### src/rtl/mtx3_tr_pkg.sv
`timescale 1ns/1ps
// Package: shared constants, types and the fixed register-move schedule of
// the 3x3 transposer. Assumes a 3x3 matrix, so the schedule is fixed and is
// derived from the lifetime analysis of the row-in / column-out stream.
package mtx3_tr_pkg;

    localparam int DIM    = 3;
    localparam int WORDS  = DIM * DIM;          // words per matrix = phases per iteration
    localparam int LAT    = 4;                  // largest lead of output over input
    localparam int NREG   = 4;                  // peak number of live words
    localparam int PH_W   = $clog2(WORDS);
    localparam int RIDX_W = $clog2(NREG);

    // Register indices that the schedule refers to
    localparam int MID_REG   = 2;               // receives the loop-back move
    localparam int SHORT_REG = 1;               // holds words with a two-cycle life

    typedef logic [PH_W-1:0] phase_t;

    localparam phase_t PH_LAST      = phase_t'(WORDS - 1);
    localparam phase_t PH_ZERO_LIFE = phase_t'(2 * DIM);  // row 2, column 0 word
    localparam phase_t PH_LOOP_A    = phase_t'(0);        // last reg loops back to MID_REG
    localparam phase_t PH_LOOP_B    = phase_t'(5);
    localparam phase_t PH_SHORT_A   = phase_t'(0);        // output taken from SHORT_REG
    localparam phase_t PH_SHORT_B   = phase_t'(5);

    typedef enum logic [1:0] {
        LD_INPUT    = 2'd0,
        LD_FORWARD  = 2'd1,
        LD_BACKWARD = 2'd2
    } load_src_t;

    typedef struct packed {
        logic              bypass;
        logic [RIDX_W-1:0] idx;
    } out_src_t;

    // Source of register r at the edge that closes phase ph
    function automatic load_src_t load_src(int unsigned r, phase_t ph);
        if (r == 0)
            return (ph == PH_ZERO_LIFE) ? LD_BACKWARD : LD_INPUT;
        if (r == MID_REG && (ph == PH_LOOP_A || ph == PH_LOOP_B))
            return LD_BACKWARD;
        return LD_FORWARD;
    endfunction

    // Where the output word of phase ph comes from
    function automatic out_src_t out_src(phase_t ph);
        out_src_t s;
        s.bypass = 1'b0;
        s.idx    = RIDX_W'(NREG - 1);
        if (ph == PH_ZERO_LIFE) begin
            s.bypass = 1'b1;
            s.idx    = '0;
        end else if (ph == PH_SHORT_A || ph == PH_SHORT_B) begin
            s.idx    = RIDX_W'(SHORT_REG);
        end
        return s;
    endfunction

endpackage

### src/rtl/mtx3_tr_phase_ctl.sv
`timescale 1ns/1ps
// Phase control: keeps the position within the nine-cycle iteration and the
// output-valid delay line. The phase count runs freely so that a matrix can
// drain without input. An accepted start marker forces phase 0 in the
// same cycle. Assumes the sender frames matrices as nine consecutive words.
module mtx3_tr_phase_ctl
    import mtx3_tr_pkg::*;
(
    input  logic   clk,
    input  logic   rst_n,
    input  logic   in_valid,
    input  logic   in_sof,
    output phase_t phase,
    output logic   out_valid
);

    phase_t         phase_q;
    logic [LAT-1:0] vpipe;

    // Current phase: realigned by an accepted start marker
    always_comb phase = (in_valid && in_sof) ? '0 : phase_q;

    // Advance the phase count modulo the iteration length
    always_ff @(posedge clk) begin
        if (!rst_n)
            phase_q <= '0;
        else
            phase_q <= (phase == PH_LAST) ? '0 : phase + 1'b1;
    end

    // Delay the input valid by the fixed latency
    always_ff @(posedge clk) begin
        if (!rst_n)
            vpipe <= '0;
        else
            vpipe <= {vpipe[LAT-2:0], in_valid};
    end

    assign out_valid = vpipe[LAT-1];

endmodule

### src/rtl/mtx3_tr_reg_bank.sv
`timescale 1ns/1ps
// Register bank: the minimum set of data registers. At each edge every
// register loads either the input word, its forward neighbour, or the last
// register (the loop-back move), as the phase schedule dictates. Assumes the
// phase input follows the iteration, so that no live word is overwritten.
module mtx3_tr_reg_bank
    import mtx3_tr_pkg::*;
#(
    parameter int DATA_W = 16
) (
    input  logic              clk,
    input  logic              rst_n,
    input  phase_t            phase,
    input  logic [DATA_W-1:0] in_data,
    output logic [DATA_W-1:0] hold [NREG]
);

    for (genvar r = 0; r < NREG; r++) begin : g_reg
        logic [DATA_W-1:0] q;
        load_src_t         src;

        assign src = load_src(r, phase);

        if (r == 0) begin : g_head
            // Head register: take a new word, or a word looping back
            always_ff @(posedge clk) begin
                if (!rst_n)
                    q <= '0;
                else if (src == LD_BACKWARD)
                    q <= hold[NREG-1];
                else
                    q <= in_data;
            end
        end else begin : g_body
            // Body register: shift forward, or take a word looping back
            always_ff @(posedge clk) begin
                if (!rst_n)
                    q <= '0;
                else if (src == LD_BACKWARD)
                    q <= hold[NREG-1];
                else
                    q <= hold[r-1];
            end
        end

        assign hold[r] = q;
    end

endmodule

### src/rtl/mtx3_tr_out_mux.sv
`timescale 1ns/1ps
// Output selector: chooses the register that holds the column-order word of
// the current phase, or the input itself for the zero-lifetime word.
// Assumes the register bank has followed the same phase schedule.
module mtx3_tr_out_mux
    import mtx3_tr_pkg::*;
#(
    parameter int DATA_W = 16
) (
    input  phase_t            phase,
    input  logic [DATA_W-1:0] in_data,
    input  logic [DATA_W-1:0] hold [NREG],
    output logic [DATA_W-1:0] out_data
);

    out_src_t sel;

    // Look up the source for this phase
    assign sel = out_src(phase);

    // Route the chosen word to the output
    always_comb out_data = sel.bypass ? in_data : hold[sel.idx];

endmodule

### src/rtl/mtx3_transposer.sv
`timescale 1ns/1ps
// Top: streaming 3x3 transposer, rows in and columns out, one word per
// clock. Latency is four cycles, and four data registers hold the words.
// Assumes every matrix is nine consecutive valid words with the start marker
// on the first. The next matrix starts either back to back or after four or
// more idle cycles.
module mtx3_transposer
    import mtx3_tr_pkg::*;
#(
    parameter int DATA_W = 16
) (
    input  logic              clk,
    input  logic              rst_n,
    input  logic              in_valid,
    input  logic              in_sof,
    input  logic [DATA_W-1:0] in_data,
    output logic              out_valid,
    output logic [DATA_W-1:0] out_data
);

    phase_t            phase;
    logic [DATA_W-1:0] hold [NREG];

    mtx3_tr_phase_ctl u_ctl (
        .clk       (clk),
        .rst_n     (rst_n),
        .in_valid  (in_valid),
        .in_sof    (in_sof),
        .phase     (phase),
        .out_valid (out_valid)
    );

    mtx3_tr_reg_bank #(.DATA_W(DATA_W)) u_bank (
        .clk     (clk),
        .rst_n   (rst_n),
        .phase   (phase),
        .in_data (in_data),
        .hold    (hold)
    );

    mtx3_tr_out_mux #(.DATA_W(DATA_W)) u_mux (
        .phase    (phase),
        .in_data  (in_data),
        .hold     (hold),
        .out_data (out_data)
    );

endmodule

### config.mk
export PLATFORM = sky130hd
export DESIGN_NAME = mtx3_transposer
export DESIGN_NICKNAME = d
export VERILOG_FILES = /design/src/rtl/mtx3_tr_pkg.sv /design/src/rtl/mtx3_tr_phase_ctl.sv /design/src/rtl/mtx3_tr_reg_bank.sv /design/src/rtl/mtx3_tr_out_mux.sv /design/src/rtl/mtx3_transposer.sv
export SDC_FILE = /design/constraint.sdc
export NUM_CORES = 1
export LEC_CHECK = 0
export BUFFER_PORTS_ARGS = -buffer_cell sky130_fd_sc_hd__buf_2
export CAP_MARGIN = 20
export CORE_UTILIZATION = 45
export CTS_BUF_LIST = sky130_fd_sc_hd__clkbuf_4 sky130_fd_sc_hd__clkbuf_8
export DETAILED_ROUTE_END_ITERATION = 6
export MAX_ROUTING_LAYER = met4
export PLACE_DENSITY_LB_ADDON = 0.08
export SLEW_MARGIN = 20
export SYNTH_ARGS = -nofsm -noshare
export SYNTH_HDL_FRONTEND = slang
export SYNTH_HIERARCHICAL = 1
export SYNTH_SLANG_ARGS = --single-unit
### constraint.sdc
create_clock -name clk -period 5.4 [get_ports clk]
set_clock_uncertainty 0.1 [all_clocks]
set_input_delay 0.81 -clock clk [delete_from_list [all_inputs] [get_ports clk]]
set_output_delay 0.81 -clock clk [all_outputs]
set_load 0.05 [all_outputs]
==> impl_metrics.env, run 1 <==
export IMPL_outcome="finished clean"
export IMPL_port_buffers=36
export IMPL_max_freq_mhz=273.5
export IMPL_yosys_warnings=6
export IMPL_drtIter0Drc=141
export IMPL_slowest_stage="nand4bb_1"
export IMPL_cp_top_family="simple AND/OR/NAND/NOR gates"
export IMPL_layout_common_cells="99 x nand2_1, 72 x dfxtp_1, 39 x and2_1, 36 x buf_2"
export IMPL_diodes=0
export IMPL_layout_nets=367
export IMPL_path_cells="buf_2, nand2_1, and2_1, nand4bb_1, nand2_1, o211ai_2, buf_2"
export IMPL_overflow=0
export IMPL_multiInputGateArea_um2=1331
export IMPL_clock_sinks=72
export IMPL_hp_class="reg2reg"
export IMPL_synth_nets=338
export IMPL_yosys_cell_types_count=30
export IMPL_gr_usage_met1_pct=22.63
export IMPL_die_height_um=82.34
export IMPL_ys_async_sr_fraction_pct=0
export IMPL_gp_congestion=0.7193
export IMPL_slew_headroom_pct=39.30
export IMPL_cts_buffers=9
export IMPL_grt_max_degree=87
export IMPL_synth_seq_cells=72
export IMPL_hold_viol=0
export IMPL_postCtsSetupBuffers=0
export IMPL_drc=0
export IMPL_ys_flop_type="dfxtp_1"
export IMPL_finalCriticalPeriod_ps=3656
export IMPL_vias=2180
export IMPL_viasPerCell=5.117
export IMPL_slowest_delay_ps=760
export IMPL_grt_util_met2_pct=31.49
export IMPL_final_core_util_pct=53.88
export IMPL_path_buf_inv=2
export IMPL_grt_first_pass_wirelength_um=9404
export IMPL_cp_max_fo=16
export IMPL_ctsHtreeMaxLevel=3
export IMPL_rsz0062_at_grt="no"
export IMPL_grt_use_met3_pct=7.473
export IMPL_syn_avg_cell_area_um2=9.132
export IMPL_fillers=575
export IMPL_clk_latency_ps=330
export IMPL_worst_slack_ps=1744
export IMPL_ctsResizeCount=0
export IMPL_vdd_drop_max_uv=193.7
export IMPL_synthesis_area_um2=2904
export IMPL_totalWireLength_um=5869
export IMPL_num_rows=28
export IMPL_core_area_um2=6061
export IMPL_drt_pass1_iter_count=5
export IMPL_initial_core_util_pct=47.91
export IMPL_synth_edf_count=0
export IMPL_dpl_worst_slack_ps=1768
export IMPL_synth_seq_area_share_pct=49.63
export IMPL_cts_tree="built"
export IMPL_start_kind="input pin"
export IMPL_p_leak_nw=1.400
export IMPL_clockBufferDepth=2
export IMPL_hpwl_um=3458
export IMPL_post_route_period_util_pct=67.70
export IMPL_critical_path_arrival_ps=2750
export IMPL_finalMaxSlewViolations=0
export IMPL_grt_use_total_pct=19.56
export IMPL_clkTransAtPathRegs_ps=70
export IMPL_io_pins=37
export IMPL_ctsHoldBuffers=0
export IMPL_max_cap_viol_count=0
export IMPL_tightest_slew_ps=905.3
export IMPL_setup_tns_final_ps=0
export IMPL_antenna_found_initial=0
export IMPL_root_buffer="clkbuf_8"
export IMPL_powerDensity_nw_per_um2=327.2
export IMPL_die_area_um2=6779
export IMPL_netlist_instances=318
export IMPL_worst_ep_required_time_ps=4490
export IMPL_wl_per_cell_um=13.78
export IMPL_busiest_layer="met2"
export IMPL_drive_gt1_share_pct=20.23
export IMPL_p_total_w=0.001069
export IMPL_final_common_cell="nand2_1"
export IMPL_final_setup_viol_count=0
export IMPL_grt_pass1_vias=2021
export IMPL_postRouteAntennaNets=0
export IMPL_worst_setup_path_end_kind="output port"
export IMPL_crit_type="in2out"
export IMPL_dieWidth_um=82.34
export IMPL_area_growth_pct=12.45
export IMPL_regArea_um2=1441
==> cells in the mapped netlist, types with 3 or more instances <==
library cell  count  area, µm²
a21boi_0         12      90.09
nor2_1            3      11.26
mux2i_1          16      160.2
o211ai_2         10      125.1
and2_1           39      244.0
nand2_1          99      371.6
clkbuf_1         13      48.80
a21boi_1          4      30.03
dfxtp_1          72       1441
nand3_1          16      80.08
o211ai_1          6      45.04
buf_2             3      15.01
buf_6             3      33.78
==> metrics by stage <==
| step | hold WS (ps) | cell area, µm² | instances |
|---|---|---|---|
| after floorplan | 311.8 | 2904 | 318 |
| after global placement | 313.1 | 3073 | 410 |
| after detailed placement | 318.5 | 3073 | 410 |
| after CTS | 333.1 | 3254 | 425 |
| after global routing | 344.3 | 3266 | 426 |
| final | 331.6 | 3266 | 426 |
==> final cells by class <==
class	count	area share (%)
Tap cell	75	2.874
Sequential cell	72	44.14
Timing Repair Buffer	40	6.552
Multi-Input combinational cell	223	40.77
Inverter	1	0.1149
Clock buffer	15	5.556
==> power breakdown <==
group / switching [W] / internal [W]
sequential: 0.00000787 / 0.000549
clock: 0.000179 / 0.000211
combinational: 0.0000794 / 0.0000420
==> registers in the layout (all words and copies together) (netlist names) <==
name and count:
u_bank/g.q 64, u_ctl/vpipe 4, u_ctl/phase_q 4
==> cell families after synthesis <==
kind of cell    after synthesis  share of synthesized area, %
mux                          16                         5.515
simple gates                166                         27.66
xor+xnor                      4                         1.465
flops                        72                         49.63
compound gates               37                         11.20
buf+inv                      23                         4.524
==> path summary, 6_finish.rpt <==
path,startpoint,end,slack [ps],cells past startpoint
setup reg to reg,u_ctl/phase_q[0],u_bank/g_reg[2].q[8],3130,6
setup / recovery,in_valid,out_data[8],1740,7
hold reg to reg,u_bank/g_reg[0].q[2],u_bank/g_reg[1].q[2],330,1
hold / removal,u_bank/g_reg[0].q[2],u_bank/g_reg[1].q[2],330,1
==> layer usage <==
metal	wire length [µm]	part of all wire [%]	vias up
li1	-	-	1095
met1	2829	48	1027
met2	2660	45	50
met3	301	5.1	8
met4	78	1.3	0
met5	0	0	-
No activity file was read; power rests on OpenSTA's default activity.
==> run 2, diff against run 1 <==
==> constraint.sdc (replaced) <==
create_clock -name clk -period 3.8 [get_ports clk]
set_clock_uncertainty 0.1 [all_clocks]
set_input_delay 0.57 -clock clk [delete_from_list [all_inputs] [get_ports clk]]
set_output_delay 0.57 -clock clk [all_outputs]
set_load 0.05 [all_outputs]
==> impl_metrics.env, run 2 (same netlist as run 1, synthesis figures left out) <==
export IMPL_wl_per_cell_um=13.77
export IMPL_hold_end="u_bank/g_reg[3].q[8]"
export IMPL_critical_path_arrival_ps=2440
export IMPL_port_buffers=36
export IMPL_hpwl_um=3700
export IMPL_start_kind="register"
export IMPL_area_growth_pct=14.86
export IMPL_outcome="finished clean"
export IMPL_largest_register_ffs=64
export IMPL_powerDensity_nw_per_um2=491.8
export IMPL_cts_buffers=9
export IMPL_gp_congestion=0.7225
export IMPL_reg_top3="u_bank/g.q x64, u_ctl/phase_q x4, u_ctl/vpipe x4"
export IMPL_core_area_um2=6061
export IMPL_layout_nets=371
export IMPL_finalMaxSlewViolations=0
export IMPL_totalWireLength_um=5934
export IMPL_cts_tree="built"
export IMPL_clk_latency_ps=340
export IMPL_ctsHtreeMaxLevel=3
export IMPL_holdWs_ps=332.1
export IMPL_worst_setup_path_end_kind="output port"
export IMPL_num_rows=28
export IMPL_vdd_drop_max_uv=262.5
export IMPL_drc=0
export IMPL_final_setup_viol_count=0
export IMPL_antenna_found_initial=0
export IMPL_met3WireLength_um=277
export IMPL_largest_register="u_bank/g.q"
export IMPL_ctsHoldBuffers=0
export IMPL_drive_gt1_share_pct=21.35
export IMPL_dieWidth_um=82.34
export IMPL_highest_layer="met4"
export IMPL_slew_headroom_pct=40.43
export IMPL_slowest_stage="a21oi_1"
export IMPL_clkTransAtPathRegs_ps=70
export IMPL_vias=2137
export IMPL_drtIter0Drc=97
export IMPL_die_height_um=82.34
export IMPL_postCtsSetupBuffers=0
export IMPL_crit_type="reg2out"
export IMPL_clock_sinks=72
export IMPL_path_cells="inv_1, a21oi_1, nand4bb_1, buf_4, nand2_1, o211ai_2, buf_2"
export IMPL_min_path_cells=1
export IMPL_ctsResizeCount=0
export IMPL_r2r_end="u_bank/g_reg[0].q[9]"
export IMPL_overflow=0
export IMPL_hp_class="reg2reg"
export IMPL_cp_max_fo=9
export IMPL_layout_common_cells="99 x nand2_1, 72 x dfxtp_1, 39 x and2_1, 36 x buf_2"
export IMPL_grt_pass1_vias=2052
export IMPL_worstReg2RegStart="u_ctl/phase_q[0]"
export IMPL_route_met2_wl_um=2725
export IMPL_hold_viol=0
export IMPL_drt_pass1_iter_count=4
export IMPL_wl_met1_um=2893
export IMPL_root_buffer="clkbuf_8"
export IMPL_rsz0062_at_grt="no"
export IMPL_grt_use_total_pct=20.29
export IMPL_tightest_slew_ps=888.5
export IMPL_grt_max_degree=62
export IMPL_grt_first_pass_wirelength_um=9742
export IMPL_max_cap_viol_count=0
export IMPL_die_area_um2=6779
export IMPL_reg2reg_depth=5
export IMPL_hold_start="u_bank/g_reg[2].q[8]"
export IMPL_initial_core_util_pct=47.91
export IMPL_setup_tns_final_ps=0
export IMPL_viasPerCell=4.958
export IMPL_io_pins=37
export IMPL_p_leak_nw=1.438
export IMPL_finalCriticalPeriod_ps=3114
export IMPL_diodes=0
export IMPL_slowest_delay_ps=440
export IMPL_postRouteAntennaNets=0
export IMPL_worst_ep_required_time_ps=3130
export IMPL_worst_r2r_setup_slack_ps=1670
export IMPL_clockBufferDepth=2
export IMPL_max_freq_mhz=321.1
export IMPL_final_common_cell="nand2_1"
export IMPL_post_route_period_util_pct=81.95
-- run 2: cell count changes in the layout (fill, tap and decap cells not counted) --
cell       before  now
buf_4           3    8
bufinv_16       0    2
buf_6           1    0
clkbuf_4        4    3
clkbuf_8       11   10
clkinv_2        0    1
-- run 2: critical path: cells and delay by family (launching register included) --
family / cells / cell delay (ps)
and+or+nand+nor: 2 / 520
AOI/OAI and AO/OA: 2 / 580
buffers and inverters: 3 / 620
DFF: 1 / 400
-- run 2: how the worst max path moves through the flow --
stage	slack, ps	from	to	cells after the start
after floorplan	900	in_valid	out_data[10]	5
after global placement	880	in_valid	out_data[13]	7
after detailed placement	820	in_valid	out_data[9]	7
after CTS	660	u_ctl/phase_q[0]	out_data[11]	7
after global routing	510	u_ctl/phase_q[0]	out_data[7]	7
final	690	u_ctl/phase_q[0]	out_data[9]	7
-- run 2: power breakdown --
group / internal (W) / switching, W / total, W / leakage, nW
Combinational: 0.0000612 / 0.000113 / 0.000174 / 0.731
Clock: 0.000409 / 0.000265 / 0.000675 / 0.118
Sequential: 0.000781 / 0.0000113 / 0.000792 / 0.589
Total: 0.00125 / 0.000389 / 0.00164 / 1.44
-- run 2: stage by stage --
| step | setup WS (ps) | instances | area [µm²] | total power [W] | utilization, % |
|---|---|---|---|---|---|
| floorplan | 896.6 | 318 | 2904 | 0.0009442 | - |
| global placement | 876.3 | 415 | 3110 | 0.0009827 | 51.32 |
| detailed placement | 819.0 | 415 | 3110 | 0.0009840 | 51.32 |
| CTS | 657.2 | 431 | 3336 | 0.001664 | 55.04 |
| global route | 506.2 | 431 | 3336 | 0.001707 | 55.04 |
| finish | 686.1 | 431 | 3336 | 0.001640 | 55.04 |
-- run 2: cell type report --
| cell class | instances | area [µm²] |
|---|---|---|
| inverter | 1 | 3.754 |
| multi-input combinational | 223 | 1331 |
| timing repair buffer | 44 | 240.2 |
| clock inverter | 3 | 65.06 |
| tap | 75 | 93.84 |
| fill | 578 | 2725 |
| clock buffer | 13 | 160.2 |
| sequential | 72 | 1441 |
-- run 2: routing by layer --
metal / up-vias / GRT usage, %
li1: 1103 / -
met1: 987 / 24.47
met2: 43 / 32.23
met3: 4 / 6.484
met4: 0 / 6.316
met5: - / -
==> run 3, diff against run 2 <==
--- a/config.mk
+++ b/config.mk
@@ -5,6 +5,7 @@
 export SDC_FILE = /design/constraint.sdc
 export NUM_CORES = 1
 export LEC_CHECK = 0
+export ABC_AREA = 1
 export BUFFER_PORTS_ARGS = -buffer_cell sky130_fd_sc_hd__buf_2
 export CAP_MARGIN = 20
 export CORE_UTILIZATION = 45
==> constraint.sdc (replaced) <==
create_clock -name clk -period 2.6 [get_ports clk]
set_clock_uncertainty 0.1 [all_clocks]
set_input_delay 0.39 -clock clk [delete_from_list [all_inputs] [get_ports clk]]
set_output_delay 0.39 -clock clk [all_outputs]
set_load 0.05 [all_outputs]
==> impl_metrics.env, run 3 <==
export IMPL_diodes=0
export IMPL_root_buffer="clkbuf_8"
export IMPL_max_freq_mhz=404.3
export IMPL_worst_ep_required_time_ps=2110
export IMPL_hold_viol=0
export IMPL_postRouteAntennaNets=0
export IMPL_postCtsSetupBuffers=0
export IMPL_path_buf_inv=4
export IMPL_drt_pass1_iter_count=5
export IMPL_overflow=0
export IMPL_synth_nets=453
export IMPL_max_cap_viol_count=0
export IMPL_synthTopCellsByArea="dfxtp_1 48%, nand2_1 15%, inv_1 9.9%"
export IMPL_netlist_instances=433
export IMPL_num_rows=29
export IMPL_post_route_period_util_pct=95.13
export IMPL_cp_top_family="buffers and inverters"
export IMPL_final_common_cell="nand2_1"
export IMPL_antenna_found_initial=0
export IMPL_finalMaxSlewViolations=0
export IMPL_clock_sinks=72
export IMPL_ctsHtreeMaxLevel=3
export IMPL_die_area_um2=7012
export IMPL_hpwl_um=3642
export IMPL_grt_max_degree=63
export IMPL_powerDensity_nw_per_um2=728.1
export IMPL_outcome="finished clean"
export IMPL_grt_use_total_pct=19.03
export IMPL_reg_top3="u_bank/g.q x64, u_ctl/phase_q x4, u_ctl/vpipe x4"
export IMPL_slowest_stage="dfxtp_1"
export IMPL_critical_path_arrival_ps=1980
export IMPL_clkTransAtPathRegs_ps=70
export IMPL_dieWidth_um=83.74
export IMPL_path_cells="nand2_1, inv_1, inv_1, nand2_1, nand3_2, buf_12, nand2_1, nand2_1, o21ai_1, buf_2"
export IMPL_rsz0062_at_grt="yes"
export IMPL_worst_setup_path_end_kind="output port"
export IMPL_die_height_um=83.74
export IMPL_ys_top_cells_by_count="119 x nand2_1, 79 x inv_1, 77 x nor2_1"
export IMPL_ys_flop_type="dfxtp_1"
export IMPL_yosysMostFrequentCell="nand2_1"
export IMPL_grt_first_pass_wirelength_um=10250
export IMPL_cts_tree="built"
export IMPL_cts_buffers=9
export IMPL_synth_edf_count=0
export IMPL_synth_largest_area_cell="dfxtp_1"
export IMPL_hold_start="in_valid"
export IMPL_hp_class="in2reg"
export IMPL_io_pins=37
export IMPL_cp_max_fo=17
export IMPL_ctsResizeCount=0
export IMPL_final_setup_viol_count=0
export IMPL_viasPerCell=4.534
export IMPL_ctsHoldBuffers=0
export IMPL_totalWireLength_um=6133
export IMPL_synth_seq_cells=72
export IMPL_yosys_warnings=6
export IMPL_clk_latency_ps=330
export IMPL_worstReg2RegStart="u_ctl/phase_q[2]"
export IMPL_min_path_cells=3
export IMPL_drc=0
export IMPL_synthesis_area_um2=3007
export IMPL_crit_type="reg2out"
export IMPL_gp_congestion=0.8014
export IMPL_setup_tns_final_ps=0
export IMPL_synth_seq_area_share_pct=47.94
export IMPL_r2r_end="u_bank/g_reg[2].q[10]"
export IMPL_initial_core_util_pct=47.08
export IMPL_reg2reg_depth=7
export IMPL_ys_async_sr_fraction_pct=0
export IMPL_drtIter0Drc=152
export IMPL_vdd_drop_max_uv=432.6
export IMPL_largest_register_ffs=64
export IMPL_slew_headroom_pct=74.25
export IMPL_layout_common_cells="119 x nand2_1, 78 x inv_1, 77 x nor2_1, 72 x dfxtp_1, 32 x buf_2"
export IMPL_slowest_delay_ps=380
export IMPL_hold_end="u_ctl/vpipe[0]"
export IMPL_finalCriticalPeriod_ps=2473
export IMPL_tightest_slew_ps=386.3
export IMPL_fillers=622
export IMPL_core_area_um2=6386
export IMPL_wl_per_cell_um=11.17
export IMPL_grt_pass1_vias=2233
export IMPL_yosys_cell_types_count=20
export IMPL_layout_nets=487
export IMPL_worst_r2r_setup_slack_ps=940
export IMPL_clockBufferDepth=2
export IMPL_area_growth_pct=15.86
export IMPL_vias=2489
export IMPL_start_kind="register"
export IMPL_final_core_util_pct=54.55
export IMPL_critPathMostFrequentCell="nand2_1"
export IMPL_drive_gt1_share_pct=16.74
export IMPL_critPathLaunch="u_ctl/phase_q[2]"
export IMPL_port_buffers=36
export IMPL_synth_top_cell_area_share_pct=47.94
export IMPL_syn_avg_cell_area_um2=6.944
export IMPL_p_leak_nw=1.959
export IMPL_largest_register="u_bank/g.q"
[run 3: cell types whose count changed after synthesis, moves of 12 or more]
cell	delta
inv_1	+78
nand2_1	+20
mux2i_1	-16
o21ai_1	+14
a21boi_0	-12
clkbuf_1	-13
nor2_1	+74
and2_1	-39
[run 3: worst register-to-register path, stage by stage (launching register included)]
cell and delay [ps]:
dfxtp_1 380, nand2_1 90, inv_1 170, inv_1 90
nand2_1 110, nand3_4 320, nor2_1 230, nor2_1 70
[run 3: cell families (layout without fill, tap and decap cells)]
logic type             count (synthesis)  count (layout)  share of synthesized area [%]
buffers and inverters                 99             138                          14.07
and+or+nand+nor                      238             238                          33.87
AOI/OAI and AO/OA                     24              24                          4.120
DFF                                   72              72                          47.94
[run 3: worst max path at each step]
stage	to	cells past startpoint	slack [ps]
after floorplan	out_data[14]	10	260
after global placement	out_data[0]	11	220
after detailed placement	out_data[0]	11	210
after CTS	out_data[0]	9	80
after global routing	out_data[8]	10	-30
final	out_data[7]	10	130
[run 3: area by class of cell]
type                            count  area (µm²)  share of cell area, %
Clock buffer                       10       137.6                  3.951
Clock inverter                      6       82.58                  2.371
Inverter                           80       302.8                  8.693
Multi-Input combinational cell    262        1150                  33.01
Sequential cell                    72        1441                  41.38
Tap cell                           77       96.34                  2.766
Timing Repair Buffer               42       272.8                  7.830
[run 3: report_power, final]
| group | total (W) | switching, W | internal, W |
|---|---|---|---|
| Combinational | 0.000374 | 0.000256 | 0.000118 |
| Clock | 0.000966 | 0.000405 | 0.000561 |
| Sequential | 0.00120 | 0.0000276 | 0.00117 |
[run 3: per-stage QoR]
step                hold WS [ps]  power, W  instance area, µm²  cells  setup WS [ps]
finish                     181.1  0.002536                3483    549          126.6
CTS                        159.9  0.002566                3466    549          77.50
global placement           291.7  0.001587                3246    533          218.0
detailed placement         296.9  0.001589                3246    533          209.0
floorplan                  290.0  0.001503                3007    433          259.7
global route               167.7  0.002661                3483    549         -26.89
[run 3: layer usage]
metal	vias up	global-route usage, %	wire (µm)
met2	59	29.42	2768
met4	0	5.547	36
met3	2	5.935	355
met1	1087	23.96	2973
met5	-	-	0
li1	1341	-	-
